[src/rtl/mac_pkg.sv]
package mac_pkg;
    typedef enum logic [2:0] {
        ST_IDLE = 3'd0,
        ST_ROW  = 3'd1,
        ST_COL  = 3'd2,
        ST_DATA = 3'd3,
        ST_PRE  = 3'd4
    } mac_state_e;
endpackage

[src/rtl/mac_addr_split.sv]
module mac_addr_split #(
    parameter int ROW_W  = 11,
    parameter int COL_W  = 11,
    parameter int BANK_W = 1,
    localparam int ADDR_W = BANK_W + ROW_W + COL_W
) (
    input  logic [ADDR_W-1:0] addr,
    output logic [BANK_W-1:0] bank,
    output logic [ROW_W-1:0]  row,
    output logic [COL_W-1:0]  col
);
    // Bank bits on top, then row half, then column half.
    assign bank = addr[ADDR_W-1 -: BANK_W];
    assign row  = addr[COL_W +: ROW_W];
    assign col  = addr[COL_W-1:0];
endmodule

[src/rtl/mac_strobe_decode.sv]
module mac_strobe_decode #(
    parameter int BANKS = 2,
    localparam int BANK_W = $clog2(BANKS)
) (
    input  logic [BANK_W-1:0] bank,
    input  logic              en,
    output logic [BANKS-1:0]  stb_n
);
    for (genvar b = 0; b < BANKS; b++) begin : g_bank
        assign stb_n[b] = !(en && (bank == BANK_W'(b)));
    end
endmodule

[src/rtl/mac_addr_mux.sv]
module mac_addr_mux #(
    parameter int ROW_W = 11,
    parameter int COL_W = 11,
    localparam int PORT_W = (ROW_W > COL_W) ? ROW_W : COL_W
) (
    input  logic [ROW_W-1:0]  row,
    input  logic [COL_W-1:0]  col,
    input  logic              sel_col,
    output logic [PORT_W-1:0] port
);
    always_comb begin
        if (sel_col) port = PORT_W'(col);
        else         port = PORT_W'(row);
    end
endmodule

[src/rtl/mux_addr_ctrl.sv]
module mux_addr_ctrl
    import mac_pkg::*;
#(
    parameter int ROW_W   = 11,
    parameter int COL_W   = 11,
    parameter int BANKS   = 2,
    parameter int DATA_W  = 32,
    parameter int PRE_CYC = 2,
    localparam int BANK_W = $clog2(BANKS),
    localparam int ADDR_W = BANK_W + ROW_W + COL_W,
    localparam int PORT_W = (ROW_W > COL_W) ? ROW_W : COL_W
) (
    input  logic              clk,
    input  logic              rst_n,
    input  logic              req_valid,
    input  logic              req_write,
    input  logic [ADDR_W-1:0] req_addr,
    input  logic [DATA_W-1:0] req_wdata,
    output logic              req_ready,
    output logic              done,
    output logic [DATA_W-1:0] rd_data,
    output logic [PORT_W-1:0] mem_addr,
    output logic [BANKS-1:0]  row_stb_n,
    output logic              col_stb_n,
    output logic              mem_wr_en,
    output logic [DATA_W-1:0] mem_wdata,
    input  logic [DATA_W-1:0] mem_rdata
);
    localparam int PRE_W = $clog2(PRE_CYC + 1);

    typedef struct packed {
        mac_state_e        st;
        logic [BANK_W-1:0] bank;
        logic [ROW_W-1:0]  row;
        logic [COL_W-1:0]  col;
        logic              wr;
        logic [DATA_W-1:0] wdata;
        logic [DATA_W-1:0] rdata;
        logic              done;
        logic [PRE_W-1:0]  pre_cnt;
    } ctl_t;

    ctl_t ctl_d, ctl_q;

    logic [BANK_W-1:0] in_bank;
    logic [ROW_W-1:0]  in_row;
    logic [COL_W-1:0]  in_col;

    mac_addr_split #(.ROW_W(ROW_W), .COL_W(COL_W), .BANK_W(BANK_W)) u_split (
        .addr (req_addr),
        .bank (in_bank),
        .row  (in_row),
        .col  (in_col)
    );

    always_comb begin
        ctl_d      = ctl_q;
        ctl_d.done = 1'b0;
        unique case (ctl_q.st)
            ST_IDLE: begin
                if (req_valid) begin
                    ctl_d.st    = ST_ROW;
                    ctl_d.bank  = in_bank;
                    ctl_d.row   = in_row;
                    ctl_d.col   = in_col;
                    ctl_d.wr    = req_write;
                    ctl_d.wdata = req_wdata;
                end
            end
            ST_ROW:  ctl_d.st = ST_COL;
            ST_COL:  ctl_d.st = ST_DATA;
            ST_DATA: begin
                if (!ctl_q.wr) ctl_d.rdata = mem_rdata;
                ctl_d.done    = 1'b1;
                ctl_d.st      = ST_PRE;
                ctl_d.pre_cnt = PRE_W'(PRE_CYC - 1);
            end
            ST_PRE: begin
                if (ctl_q.pre_cnt == '0) ctl_d.st = ST_IDLE;
                else                     ctl_d.pre_cnt = ctl_q.pre_cnt - PRE_W'(1);
            end
            default: ctl_d.st = ST_IDLE;
        endcase
    end

    always_ff @(posedge clk or negedge rst_n) begin
        if (!rst_n) begin
            ctl_q    <= '0;
            ctl_q.st <= ST_IDLE;
        end else begin
            ctl_q <= ctl_d;
        end
    end

    logic row_phase_on, col_phase_on;
    assign row_phase_on = (ctl_q.st == ST_ROW) || (ctl_q.st == ST_COL) || (ctl_q.st == ST_DATA);
    assign col_phase_on = (ctl_q.st == ST_COL) || (ctl_q.st == ST_DATA);

    mac_strobe_decode #(.BANKS(BANKS)) u_dec (
        .bank  (ctl_q.bank),
        .en    (row_phase_on),
        .stb_n (row_stb_n)
    );

    mac_addr_mux #(.ROW_W(ROW_W), .COL_W(COL_W)) u_mux (
        .row     (ctl_q.row),
        .col     (ctl_q.col),
        .sel_col (ctl_q.st != ST_ROW),
        .port    (mem_addr)
    );

    assign col_stb_n = !col_phase_on;
    assign mem_wr_en = ctl_q.wr && col_phase_on;
    assign mem_wdata = ctl_q.wdata;
    assign req_ready = (ctl_q.st == ST_IDLE);
    assign done      = ctl_q.done;
    assign rd_data   = ctl_q.rdata;
endmodule

[config.mk]
export PLATFORM = sky130hd
export DESIGN_NAME = mux_addr_ctrl
export DESIGN_NICKNAME = d
export VERILOG_FILES = /design/src/rtl/mac_pkg.sv /design/src/rtl/mac_addr_split.sv /design/src/rtl/mac_strobe_decode.sv /design/src/rtl/mac_addr_mux.sv /design/src/rtl/mux_addr_ctrl.sv
export SDC_FILE = /design/constraint.sdc
export NUM_CORES = 1
export LEC_CHECK = 0
export CAP_MARGIN = 25
export CORE_MARGIN = 5
export CORE_UTILIZATION = 48
export CTS_BUF_LIST = sky130_fd_sc_hd__clkbuf_4
export DETAILED_ROUTE_END_ITERATION = 16
export GPL_TIMING_DRIVEN = 0
export PLACE_DENSITY = 0.95
export SYNTH_ARGS = -nofsm -noshare
export SYNTH_HDL_FRONTEND = slang
export SYNTH_SLANG_ARGS = --single-unit
[constraint.sdc]
create_clock -name clk -period 2.4 [get_ports clk]
set_input_delay 0.24 -clock clk [delete_from_list [all_inputs] [get_ports clk]]
set_output_delay 0.24 -clock clk [all_outputs]
set_load 0.01 [all_outputs]
==> run_results.csv <==
group,metric,value,unit
run_status,status,"finished clean",
cts,cts-root-buf,"clkbuf_4",
placement,place.gp.congestion,0.749,
cts,clk_pin_slew,0.13,ns
pwr,pwr-share-clk,9.6,%
critical_path,cp.required,2.16,ns
critical_path,crit_type,"reg2out",
detailed_routing,drt_iter0_markers,49,
critical_path,path_max_fanout,10,
placement,dp_hpwl,7.79,mm
cts,ctsHtreeMaxLevel,3,
critical_path,reg2reg_to,"ctl_q[86]",
sta,setup_tns,0,ns
synth,yosysWarnings,0,
die,io_pins,172,
sta,setup_slack,0.106,ns
cts,post_cts_buffers,0,
critical_path,reg2reg_depth,5,
pwr,p_seq_share,35.0,%
synth,syn_nets,392,
sta,clock_skew,0.0237,ns
min_path,hold_path.class,"in2async",
die,die_area,0.0109,mm^2
die,die_y,105,um
sta,drv_slew,0,
synth,synthDistinctLibCells,28,
pwr,intPower,5570,uW
synth,ys_seq_elements,94,
sta,fin_crit_sh,95.6,%
die,die_x,105,um
detailed_routing,wl_per_cell,16.4,um
grt,grt.overflow.total,0,
critical_path,critPathArrivalTime,2.05,ns
synth,syn_avg_cell_area,14.3,um^2
pwr,peakVddDrop,0.000685,V
sta,tightest_slew,0.668,ns
pwr,pwr-share-comb,55.4,%
placement,place_inst,580,
die,rows,34,
critical_path,cp.buffers_inverters,3,
critical_path,crit_slowest_cell,"dfrtp_1",
pwr,powerDensity,1270,mW/mm^2
synth,yosysSeqAreaShare,54.8,%
critical_path,r2r_slack,0.72,ns
sta,fmax,436,MHz
layout,multi_input_area,0.00132,mm^2
flow_run,cap_violations,0,
placement,io_buffers,171,
grt,antenna_found_initial,0,
detailed_routing,vias,2812,
sta,rsz0062_at_grt,"false",
cts,cts_tree,"yes",
critical_path,start_kind,"flop",
sta,period_needed,2.29,ns
layout,final_area,0.00629,mm^2
sta,timing.hold.ws,0.390,ns
grt,grt_max_degree,54,
die,coreArea,0.00872,mm^2
die,start_util,49.2,%
critical_path,timing.rr.start,"ctl_q[92]",
placement,dp_slack,0.106,ns
critical_path,cp_slowest_stage_delay,0.38,ns
pwr,p_sw,2440,uW
cts,clockBufferDepth,2,
layout,num_antenna_cells,0,
layout,n_fill_cell,565,
critical_path,crit_path_end_kind,"primary output",
sta,slew_headroom,55.4,%
critical_path,crit_chain,"buf_2, nor3b_4, buf_6, mux2_2, dlygate4sd2_1",
detailed_routing,wl,9.75,mm
sta,finalHoldViolCount,0,
detailed_routing,post-route-drc-count,0,
cts,cts.sinks,94,
synth,syn-instance-count,300,
grt,grt_pass1_vias,3226,
grt,gr-usage-all-layers,18.5,%
layout,regArea,0.00235,mm^2
pwr,netSwitchingFraction,30.5,%
grt,grt_first_pass_wirelength,16.3,mm
critical_path,cpLargestDelayFamily,"buffers and inverters",
layout,layout.nets,576,
detailed_routing,dr.pass1.iters,4,
cts,clock_latency,0.42,ns
layout,syn2layout_area_growth,46.5,%
layout,layout-drive-gt1-share,30.7,%
sta,setup_violations,0,
synth,syn-cell-area,0.00429,mm^2
layout,stdcell_count,593,
detailed_routing,via_per_inst,4.74,
cts,cts_made_buffers,9,
placement,placed_area,0.00615,mm^2
pwr,p_leak,0.00276,uW
detailed_routing,ant_nets,0,
## worst reg2reg max path, delay by kind of cell (launching register included)
family / cells / cell delay, ns
buffers and inverters: 3 / 0.57
DFF: 1 / 0.38
muxes: 1 / 0.34
and+or+nand+nor: 1 / 0.30
## area by class of cell
type / instances / area share, %
timing repair buffer: 173 / 27.5
sequential: 94 / 37.4
multi-input combinational: 124 / 20.9
clock inverter: 3 / 0.637
inverter: 3 / 0.179
clock buffer: 9 / 1.07
tap: 108 / 2.15
buffer: 79 / 10.1
## cell usage after synthesis (all sizes together)
library cell / number / area share (%)
a21bo: 1 / 0.23
a21oi: 1 / 0.12
a222oi: 1 / 0.23
and3: 1 / 0.15
and4bb: 1 / 0.29
buf: 77 / 14
clkbuf: 2 / 0.18
dfrtp: 94 / 55
ha: 1 / 0.29
inv: 3 / 0.26
mux2: 99 / 26
nand2: 2 / 0.18
nor2: 4 / 0.35
nor3: 2 / 0.23
nor3b: 1 / 0.18
nor4b: 2 / 0.76
o211ai: 1 / 0.18
o21ai: 1 / 0.12
o221ai: 1 / 0.20
o31ai: 1 / 0.18
or3: 2 / 0.29
or4b: 1 / 0.23
xnor2: 1 / 0.20
## worst max path at each step
stage,from,slack [ns],end,cells past startpoint
2_1_floorplan,ctl_q[92],0.82,mem_addr[0],4
3_3_place_gp,rst_n,-2.26,rd_data[20],1
4_1_cts,ctl_q[91],0.01,row_stb_n[0],4
5_1_grt,ctl_q[92],0.003,mem_addr[5],5
6_report,ctl_q[92],0.11,mem_addr[3],5
3_5_place_dp,ctl_q[92],0.11,mem_addr[9],5
## cells by family (layout without fill, tap and decap cells)
logic type,count (synthesis),after routing,synth area share [%]
AOI/OAI and AO/OA,7,7,1.25
xor gates and xnor gates,1,1,0.204
adders and majority gates,1,1,0.292
buffers and inverters,82,267,14.8
DFF,94,94,54.8
muxes,99,99,26.0
and+or+nand+nor,16,16,2.65
## through the flow
stage               util, %  power (uW)
floorplan                 -        5300
global placement       70.4        7210
detailed placement     70.6        7410
CTS                    72.0        8120
global route           72.1        8570
finish                 72.1        8010
## power by group through the flow
stage	clock network (uW)	logic, uW	registers [uW]
2_1_floorplan	0	2600	2700
3_3_place_gp	0	4430	2780
3_5_place_dp	0	4560	2850
4_1_cts	799	4510	2810
5_1_grt	868	4790	2910
6_report	769	4440	2800
## cell usage in the layout (no fill, tap or decap), types with 2 or more instances in the layout
cell type and instances:
clkdlybuf4s50_1 159, dfrtp_1 93, buf_4 67, mux2_2 52, mux2_1 47, clkbuf_4 9, dlygate4sd2_1 8, buf_6 5
nor2_1 4, buf_8 4, inv_1 3, buf_2 2, clkbuf_2 2, nand2_1 2, nor3_1 2, or3_1 2
clkinv_2 2, clkdlybuf4s15_1 2
## routing by layer
metal / vias to the layer above / part of all wire [%] / GRT usage, %
li1: 1330 / - / -
met1: 1336 / 40 / 21.4
met2: 131 / 49 / 30.8
met3: 15 / 10 / 7.89
met4: 0 / 1.8 / 6.29
met5: - / 0 / 0
## flip-flops by register name, summed over array words and instances (netlist names)
name       flops
ctl_q         29
mem_wdata     32
done           1
rd_data       32
## what timing repair did
item | CTS | global route
endpoints found under the hold margin | 52 | 0
hold buffers | 1 | 0
resized for setup | 14 | 8
setup endpoints to repair | 11 | 6
Power figures use the tool's default switching activity.
